**src/rtl/uart_idx_pkg.sv**
```systemverilog
package uart_idx_pkg;
  localparam int unsigned BW = 8;
  localparam int unsigned NALT = 4;
  localparam logic [BW-1:0] OFS_ACR   = 8'h00;
  localparam logic [BW-1:0] OFS_CPR   = 8'h01;
  localparam logic [BW-1:0] OFS_TCR   = 8'h02;
  localparam logic [BW-1:0] OFS_LATCH = 8'h30;
  localparam logic [BW-1:0] OFS_AEN   = 8'h31;
  localparam logic [BW-1:0] OFS_ALT0  = 8'h32;
  localparam int unsigned ACR_RDEN_BIT = 6;
  typedef logic [BW-1:0] byte_t;
endpackage

```
**src/rtl/uart_idx_bank.sv**
```systemverilog
module uart_idx_bank
  import uart_idx_pkg::*;
#(
  parameter byte_t UNLOCK_KEY = 8'hEB,
  parameter byte_t CPR_RST    = 8'h20,
  parameter byte_t TCR_RST    = 8'h00
) (
  input  logic             clk,
  input  logic             rst_n,
  input  logic             we,
  input  byte_t            ofs,
  input  byte_t            wdata,
  output byte_t            acr,
  output byte_t            std_cpr,
  output byte_t            std_tcr,
  output logic             unlocked,
  output logic [NALT-1:0]  alt_en,
  output byte_t            alt_val [NALT],
  output byte_t            rd_val
);
  byte_t acr_q, cpr_q, tcr_q;
  logic unl_q;
  logic [NALT-1:0] en_q;

  logic acr_we, cpr_we, tcr_we, latch_we, aen_we;
  byte_t unused_hi;

  always_comb begin
    acr_we   = we && (ofs == OFS_ACR);
    cpr_we   = we && (ofs == OFS_CPR);
    tcr_we   = we && (ofs == OFS_TCR);
    latch_we = we && (ofs == OFS_LATCH);
    aen_we   = we && unl_q && (ofs == OFS_AEN);
    unused_hi = wdata;
  end

  always_ff @(posedge clk or negedge rst_n) begin
    if (!rst_n) begin
      acr_q <= '0;
      cpr_q <= CPR_RST;
      tcr_q <= TCR_RST;
      unl_q <= 1'b0;
      en_q  <= '0;
    end else begin
      if (acr_we)   acr_q <= wdata;
      if (cpr_we)   cpr_q <= wdata;
      if (tcr_we)   tcr_q <= wdata;
      if (latch_we) unl_q <= (wdata == UNLOCK_KEY);
      if (aen_we)   en_q  <= unused_hi[NALT-1:0];
    end
  end

  for (genvar gi = 0; gi < NALT; gi++) begin : g_alt
    byte_t q;
    logic  alt_we;
    assign alt_we = we && unl_q && (ofs == OFS_ALT0 + byte_t'(gi));
    always_ff @(posedge clk or negedge rst_n) begin
      if (!rst_n)      q <= '0;
      else if (alt_we) q <= wdata;
    end
    assign alt_val[gi] = q;
  end

  always_comb begin
    rd_val = '0;
    if (ofs == OFS_ACR)        rd_val = acr_q;
    else if (ofs == OFS_CPR)   rd_val = cpr_q;
    else if (ofs == OFS_TCR)   rd_val = tcr_q;
    else if (ofs == OFS_LATCH) rd_val = {{(BW-1){1'b0}}, unl_q};
    else if (ofs == OFS_AEN)   rd_val = unl_q ? {{(BW-NALT){1'b0}}, en_q} : '0;
    else begin
      for (int k = 0; k < NALT; k++) begin
        if (unl_q && (ofs == OFS_ALT0 + byte_t'(k))) rd_val = alt_val[k];
      end
    end
  end

  assign acr      = acr_q;
  assign std_cpr  = cpr_q;
  assign std_tcr  = tcr_q;
  assign unlocked = unl_q;
  assign alt_en   = en_q;
endmodule

```
**src/rtl/uart_idx_host.sv**
```systemverilog
module uart_idx_host
  import uart_idx_pkg::*;
#(
  parameter byte_t COMPAT_LCR = 8'hBF
) (
  input  logic       clk,
  input  logic       rst_n,
  input  logic [2:0] addr,
  input  byte_t      wdata,
  input  logic       wr,
  input  logic       rd,
  input  byte_t      bank_rd,
  input  logic       rd_en,
  output logic       bank_we,
  output byte_t      ptr,
  output byte_t      lcr,
  output byte_t      std_dll,
  output byte_t      std_dlm,
  output byte_t      rdata
);
  localparam logic [2:0] A_DLL = 3'd0;
  localparam logic [2:0] A_DLM = 3'd1;
  localparam logic [2:0] A_LCR = 3'd3;
  localparam logic [2:0] A_WIN = 3'd5;
  localparam logic [2:0] A_PTR = 3'd7;

  byte_t lcr_q, dll_q, dlm_q, ptr_q, cmp5_q, cmp7_q, rdata_q;
  logic compat, dlab;
  logic lcr_we, dll_we, dlm_we, ptr_we, c5_we, c7_we;
  byte_t rd_mux;

  always_comb begin
    compat  = (lcr_q == COMPAT_LCR);
    dlab    = lcr_q[BW-1];
    lcr_we  = wr && (addr == A_LCR);
    dll_we  = wr && dlab && (addr == A_DLL);
    dlm_we  = wr && dlab && (addr == A_DLM);
    bank_we = wr && !compat && (addr == A_WIN);
    c5_we   = wr && compat && (addr == A_WIN);
    ptr_we  = wr && !compat && (addr == A_PTR);
    c7_we   = wr && compat && (addr == A_PTR);
    case (addr)
      A_DLL:   rd_mux = dlab ? dll_q : '0;
      A_DLM:   rd_mux = dlab ? dlm_q : '0;
      A_LCR:   rd_mux = lcr_q;
      A_WIN:   rd_mux = compat ? cmp5_q : (rd_en ? bank_rd : '0);
      A_PTR:   rd_mux = compat ? cmp7_q : ptr_q;
      default: rd_mux = '0;
    endcase
  end

  always_ff @(posedge clk or negedge rst_n) begin
    if (!rst_n) begin
      lcr_q   <= '0;
      dll_q   <= '0;
      dlm_q   <= '0;
      ptr_q   <= '0;
      cmp5_q  <= '0;
      cmp7_q  <= '0;
      rdata_q <= '0;
    end else begin
      if (lcr_we) lcr_q   <= wdata;
      if (dll_we) dll_q   <= wdata;
      if (dlm_we) dlm_q   <= wdata;
      if (ptr_we) ptr_q   <= wdata;
      if (c5_we)  cmp5_q  <= wdata;
      if (c7_we)  cmp7_q  <= wdata;
      if (rd)     rdata_q <= rd_mux;
    end
  end

  assign ptr     = ptr_q;
  assign lcr     = lcr_q;
  assign std_dll = dll_q;
  assign std_dlm = dlm_q;
  assign rdata   = rdata_q;
endmodule

```
**src/rtl/uart_baud_sel.sv**
```systemverilog
module uart_baud_sel
  import uart_idx_pkg::*;
(
  input  logic [NALT-1:0] en,
  input  byte_t           std_val [NALT],
  input  byte_t           alt_val [NALT],
  output byte_t           eff_val [NALT]
);
  for (genvar gi = 0; gi < NALT; gi++) begin : g_sel
    assign eff_val[gi] = en[gi] ? alt_val[gi] : std_val[gi];
  end
endmodule

```
**src/rtl/uart_idx_regport.sv**
```systemverilog
module uart_idx_regport
  import uart_idx_pkg::*;
#(
  parameter byte_t UNLOCK_KEY = 8'hEB,
  parameter byte_t COMPAT_LCR = 8'hBF,
  parameter byte_t CPR_RST    = 8'h20,
  parameter byte_t TCR_RST    = 8'h00
) (
  input  logic       clk,
  input  logic       rst_n,
  input  logic [2:0] addr,
  input  logic [7:0] wdata,
  input  logic       wr,
  input  logic       rd,
  output logic [7:0] rdata,
  output logic [7:0] eff_dll,
  output logic [7:0] eff_dlm,
  output logic [7:0] eff_cpr,
  output logic [7:0] eff_tcr
);
  logic [1:0] rst_sync;
  logic rst_sync_n;

  always_ff @(posedge clk or negedge rst_n) begin
    if (!rst_n) rst_sync <= '0;
    else        rst_sync <= {rst_sync[0], 1'b1};
  end
  assign rst_sync_n = rst_sync[1];

  logic bank_we, unlocked;
  byte_t ptr, lcr, std_dll, std_dlm, std_cpr, std_tcr, acr, bank_rd;
  logic [NALT-1:0] alt_en;
  byte_t alt_val [NALT];
  byte_t std_val [NALT];
  byte_t eff_val [NALT];

  uart_idx_host #(.COMPAT_LCR(COMPAT_LCR)) u_host (
    .clk(clk), .rst_n(rst_sync_n), .addr(addr), .wdata(wdata), .wr(wr), .rd(rd),
    .bank_rd(bank_rd), .rd_en(acr[ACR_RDEN_BIT]), .bank_we(bank_we), .ptr(ptr),
    .lcr(lcr), .std_dll(std_dll), .std_dlm(std_dlm), .rdata(rdata)
  );

  uart_idx_bank #(.UNLOCK_KEY(UNLOCK_KEY), .CPR_RST(CPR_RST), .TCR_RST(TCR_RST)) u_bank (
    .clk(clk), .rst_n(rst_sync_n), .we(bank_we), .ofs(ptr), .wdata(wdata),
    .acr(acr), .std_cpr(std_cpr), .std_tcr(std_tcr), .unlocked(unlocked),
    .alt_en(alt_en), .alt_val(alt_val), .rd_val(bank_rd)
  );

  assign std_val[0] = std_dll;
  assign std_val[1] = std_dlm;
  assign std_val[2] = std_cpr;
  assign std_val[3] = std_tcr;

  uart_baud_sel u_sel (.en(alt_en), .std_val(std_val), .alt_val(alt_val), .eff_val(eff_val));

  assign eff_dll = eff_val[0];
  assign eff_dlm = eff_val[1];
  assign eff_cpr = eff_val[2];
  assign eff_tcr = eff_val[3];
endmodule

```
**config.mk**
```make
export PLATFORM = sky130hd
export DESIGN_NAME = uart_idx_regport
export DESIGN_NICKNAME = d
export VERILOG_FILES = /design/src/rtl/uart_idx_pkg.sv /design/src/rtl/uart_idx_bank.sv /design/src/rtl/uart_idx_host.sv /design/src/rtl/uart_baud_sel.sv /design/src/rtl/uart_idx_regport.sv
export SDC_FILE = /design/constraint.sdc
export NUM_CORES = 1
export LEC_CHECK = 0
export BUFFER_PORTS_ARGS = -buffer_cell sky130_fd_sc_hd__buf_2
export CAP_MARGIN = 30
export CORE_AREA = 4 4 163 165
export CTS_CLUSTER_SIZE = 16
export DETAILED_ROUTE_END_ITERATION = 8
export DIE_AREA = 0 0 167 169
export SETUP_SLACK_MARGIN = 0.2
export SLEW_MARGIN = 10
export SYNTH_ARGS = -nofsm -noshare
export SYNTH_HDL_FRONTEND = slang
export SYNTH_SLANG_ARGS = --single-unit
```
**constraint.sdc**
```tcl
create_clock -name clk -period 4.57 [get_ports clk]
set_input_delay 0 -clock clk [delete_from_list [all_inputs] [get_ports clk]]
set_output_delay 0 -clock clk [all_outputs]
set_load 0.005 [all_outputs]
```
* Word level (Yosys, flattened, before mapping) *
Index checks and enable logic that the tools add are counted.

storage, ports and cells
  output and inout bits = 40
  word-level logic and storage cells = 78
  register bits after elaboration = 119
  input port bits = 15

operators by class
  mux-type cells = 20
  equality and inequality tests = 14
  reduce and logical (&&, ||, !) cells = 27

operators with widths
  kind                count
  $mux 8              18
  $eq 8x6->1 const B  6
  $pmux 8 s5          1
  $logic_and 1x1->1   24
  $eq 8x8->1 const B  2
  $eq 8x1->1 const B  1
  $eq 8x2->1 const B  1
  $logic_not 8->1     1
  $eq 3x3->1 const B  2
  $mux 4              1
  $eq 3x1->1 const B  1
  $eq 3x2->1 const B  1
  $logic_not 3->1     1
  $logic_not 1->1     1

* Longest topological paths before layout *
  depth after elaboration = 14
  depth in mapped cells = 8
  gate-level depth less buffers = 5

* Hierarchy *
From an unflattened synthesis, not the netlist that was laid out.

second synthesis, totals
  cells, all modules = 528
  area, all modules = 6308.6 µm²

by module, submodules not included
  module            area each (µm²)  sequential area each (µm²)  instances  cells an instance
  uart_idx_bank     3070.4           1527.7                      1          264
  uart_idx_host     2658.8           1401.3                      1          225
  uart_baud_sel     525.5            0.0                         1          36
  uart_idx_regport  53.8             50.0                        1          3

* Least setup slack after synthesis *
No wires, ideal clock.

  path type = reg-to-reg
  start = register u_host.ptr_q[1], in the netlist u_host.ptr[1]
  end = register u_bank.cpr_q[0], in the netlist u_bank.std_cpr[0]
  period minus slack after synthesis = 2.085 ns
  arrival = 1.960 ns
  data required time = 4.445 ns
  stages on the path, launching flop included = 5
  path slack = 2.485 ns
  cells stage by stage = dfrtp_1 clkbuf_1 or4b_2 nor3_4 mux2_2

between the ends
  cells in the longest elaborated chain, start to end = 2

RTL lines
  what                    line                 source
  from (decl)             uart_idx_host.sv:27  byte_t lcr_q, dll_q, dlm_q, ptr_q, cmp5_q, cmp7_q, rdata_q;
  from (signal assigned)  uart_idx_host.sv:65  if (ptr_we) ptr_q <= wdata;
  $eq 8x1->1              uart_idx_bank.sv:30  cpr_we = we && (ofs == OFS_CPR);
  $logic_and 1x1->1       uart_idx_bank.sv:30
  to (signal assigned)    uart_idx_bank.sv:46  if (cpr_we) cpr_q <= wdata;
  to (decl)               uart_idx_bank.sv:21  byte_t acr_q, cpr_q, tcr_q;

No other way between the ends.
A chain may end at the register's enable or synchronous reset.

* Final worst setup path *
  start = register u_host.ptr_q[0], in the netlist u_host.ptr[0]
  end = register u_bank.g_alt[3].q[3]

between the ends
  cells in the longest elaborated chain, start to end = 2

RTL lines
  what                  line                 source
  $eq 8x6->1            uart_idx_bank.sv:56  assign alt_we = we && unl_q && (ofs == OFS_ALT0 + byte_t'(gi));
  $logic_and 1x1->1     uart_idx_bank.sv:56
  to (signal assigned)  uart_idx_bank.sv:59  else if (alt_we) q <= wdata;
  to (decl)             uart_idx_bank.sv:54  byte_t q;

No other way between the ends.

==> results.sh <==
export IMPL_status="finished, final reports clean"
export IMPL_placed_cell_area_um2=6740
export IMPL_grt_max_degree=48
export IMPL_setup_viol=0
export IMPL_cp_end_kind="flop"
export IMPL_numCtsBuffers=17
export IMPL_min_from="rd"
export IMPL_clkTransAtPathRegs_ps=50
export IMPL_drt_iter0_markers=366
export IMPL_cp_slowest_cell="or4_1"
export IMPL_cts_resized=0
export IMPL_syn_instance_count=503
export IMPL_core_area_um2=25000
export IMPL_setup_ws_ps=1870
export IMPL_ios=55
export IMPL_setup_tns_ps=0
export IMPL_fp_dieH_um=169
export IMPL_critPathKind="reg2reg"
export IMPL_r2r_start="u_host.ptr[0]"
export IMPL_ctsHoldBuffers=2
export IMPL_antenna_found_initial=0
export IMPL_grtUsageTotal_pct=13.6
export IMPL_final_area_um2=7330
export IMPL_fin_crit_ps=2700
export IMPL_layout_drive_gt1_share_pct=40.6
export IMPL_synthArstFlopShare_pct=100
export IMPL_grt_overflow=0
export IMPL_cts_root_buf="clkbuf_16"
export IMPL_port_buffers=54
export IMPL_ys_warn_count=0
export IMPL_syn_area_um2=6170
export IMPL_worstPathCellList="buf_4, clkinv_1, or4_1, mux2_1"
export IMPL_syn_num_nets=518
export IMPL_fin_nets=560
export IMPL_worstMarginPinSlew_ps=782
export IMPL_grt_pass1_wl_um=29100
export IMPL_die_area_um2=28200
export IMPL_startpoint_type="flop"
export IMPL_firstDrtPassIters=5
export IMPL_synthTopCellsByArea="dfrtp_1 48%, mux2_2 24%, mux2i_1 3.1%"
export IMPL_relSlewSlack_pct=47.5
export IMPL_yosysSeqAreaShare_pct=48.3
export IMPL_vias_per_cell=5.03
export IMPL_intPower_uw=2220
export IMPL_first_global_vias=4586
export IMPL_cap_violations=0
export IMPL_fin_skew_ps=10.3
export IMPL_maxSlewViolCount=0
export IMPL_rows=58
export IMPL_nFillCells=2609
export IMPL_syn2layout_area_growth_pct=18.8
export IMPL_path_max_fanout=21
export IMPL_syn_mean_instance_area_um2=12.3
export IMPL_p_clk_share_pct=41.5
export IMPL_insertion_delay_ps=420
export IMPL_routedWlPerCell_um=21.2
export IMPL_synth_top_area_share_pct=47.9
export IMPL_multi_input_area_um2=3020
export IMPL_yosysUniqueCellTypes=61
export IMPL_synth_area_leader_cell="dfrtp_1"
export IMPL_wirelength_um=18800
export IMPL_cts_setup_buffers=0
export IMPL_cts_sinks=119
export IMPL_swShare_pct=27.7
export IMPL_fmax_ghz=0.370
export IMPL_htree_num_levels=4
export IMPL_initial_core_util_pct=24.6
export IMPL_min_path_type="in2reg"
export IMPL_postSynthRegisterBits=119
export IMPL_dp_slack_ps=1890
export IMPL_vias=4462
export IMPL_diodes=0
export IMPL_final_hold_viol_count=0
export IMPL_p_sw_uw=850
export IMPL_combPwrFrac_pct=16.3
export IMPL_crit_start="u_host.ptr[0]"
export IMPL_rsz0062_at_grt="no"
export IMPL_place_congestion=0.936
export IMPL_ir_drop_mv=0.235
export IMPL_p_leak_uw=0.00331
export IMPL_seq_power_share_pct=42.3
export IMPL_cts_tree="yes"
export IMPL_cp_required_ps=4860
export IMPL_power_density_nw_per_um2=419
export IMPL_min_period_over_period_pct=59.2
export IMPL_ant_nets=0
export IMPL_synth_top_flop_cell="dfrtp_1"
export IMPL_regArea_um2=2980
export IMPL_die_w_um=167
export IMPL_drc=0
export IMPL_crit_arrival_ps=3000
export IMPL_synth_edf_count=0
export IMPL_clk_path_buf_depth=2
export IMPL_crit_path_max_incr_delay_ps=770
export IMPL_dp_final_hpwl_um=13400
flip-flops by register name, indices dropped and copies added, names as in the netlist:
register	count
rst_sync	2
u_bank.acr	8
u_bank.alt_en	4
u_bank.g_alt.q	32
u_bank.std_cpr	8
u_bank.std_tcr	8
u_bank.unlocked	1
u_host.cmp5_q	8
u_host.cmp7_q	8
u_host.lcr	8
u_host.ptr	8
u_host.rdata	8
u_host.std_dll	8
u_host.std_dlm	8
Yosys cell counts, drive strengths merged (2+ instances only):
library cell,n
o22a,3
a21oi,11
nand4b,3
nor2b,9
dfrtp,118
or3,2
and3,4
o22ai,8
buf,7
nand3b,5
nor3,5
a221o,4
nand3,10
a211oi,2
nand2b,3
nor4,5
o221ai,7
a22oi,2
mux2,143
nand4,4
nand2,13
and3b,6
nor2,16
a311oi,2
clkbuf,30
or4,2
and4b,2
mux2i,19
inv,6
o211ai,2
o21ai,18
a31oi,3
a221oi,3
o32ai,5
or3b,3
power groups by stage:
stage / Clock (µW) / Combinational (µW) / Sequential, µW
global route: 1340 / 546 / 1320
detailed placement: 0 / 501 / 1310
global placement: 0 / 488 / 1320
finish: 1270 / 500 / 1300
floorplan: 0 / 345 / 1250
CTS: 1290 / 505 / 1300
per-stage QoR:
step / cells / hold WS (ps) / total power, µW / utilization [%]
2_1_floorplan: 503 / -296 / 1600 / -
3_3_place_gp: 852 / -214 / 1800 / 26.9
3_5_place_dp: 853 / -213 / 1810 / 26.9
4_1_cts: 886 / 11.8 / 3090 / 29.2
5_1_grt: 887 / 37.8 / 3200 / 29.3
6_report: 887 / 20.0 / 3070 / 29.3
critical path, delay by kind of cell, from the launching register on:
family / cells / cell delay [ps]
buf+inv: 2 / 680
flops: 1 / 720
mux: 1 / 390
simple gates: 1 / 770
cells by family after synthesis:
family / after synthesis / share of synthesized area [%]
AOI/OAI and AO/OA: 79 / 8.95
buffers and inverters: 44 / 2.80
other: 1 / 0.0608
DFF: 119 / 48.3
and+or+nand+nor: 98 / 10.7
muxes: 162 / 29.2
final timing paths:
kind                                              to  slack [ps]  depth (start not counted)
worst min-delay path                 u_host.rdata[7]          20                          2
worst max-delay path            u_bank.g_alt[3].q[3]        1870                          4
worst min register to register  u_bank.g_alt[0].q[4]         360                          0
max in group asynchronous          u_bank.std_cpr[5]        3230                          1
min in group asynchronous       u_bank.g_alt[0].q[4]         360                          0
worst max register to register  u_bank.g_alt[3].q[3]        1870                          4
final cells by class:
class,count,share of cell area (%)
multi-input combinational,340,41.2
sequential,119,40.7
clock buffer,28,7.05
tap,330,5.63
timing repair buffer,60,4.54
clock inverter,3,0.546
inverter,7,0.359
placed cells by master (no fill, tap or decap), types with 5 or more instances in the layout:
| cell type | netlist | final |
|---|---|---|
| inv_1 | 6 | 6 |
| o22ai_1 | 8 | 8 |
| mux2_2 | 129 | 129 |
| clkbuf_8 | 0 | 5 |
| a21oi_1 | 11 | 11 |
| mux2_1 | 14 | 14 |
| nand3_1 | 9 | 9 |
| o221ai_1 | 7 | 7 |
| clkbuf_16 | 0 | 17 |
| clkbuf_1 | 30 | 6 |
| nand3b_1 | 5 | 5 |
| and3b_1 | 6 | 6 |
| o32ai_1 | 5 | 5 |
| nor2_1 | 16 | 16 |
| mux2i_1 | 19 | 19 |
| dfrtp_1 | 118 | 117 |
| o21ai_0 | 18 | 18 |
| nor2b_1 | 9 | 9 |
| buf_2 | 6 | 54 |
| nand2_1 | 13 | 13 |
routing by layer:
layer  track usage, %  vias up  share of wire (%)
met5                0        -                  0
met4             4.13        0                2.0
met3             4.02       30                5.8
met2             20.8      147                 46
met1             18.6     2297                 46
li1                 -     1988                  -
No activity file was read; power rests on OpenSTA's default activity.
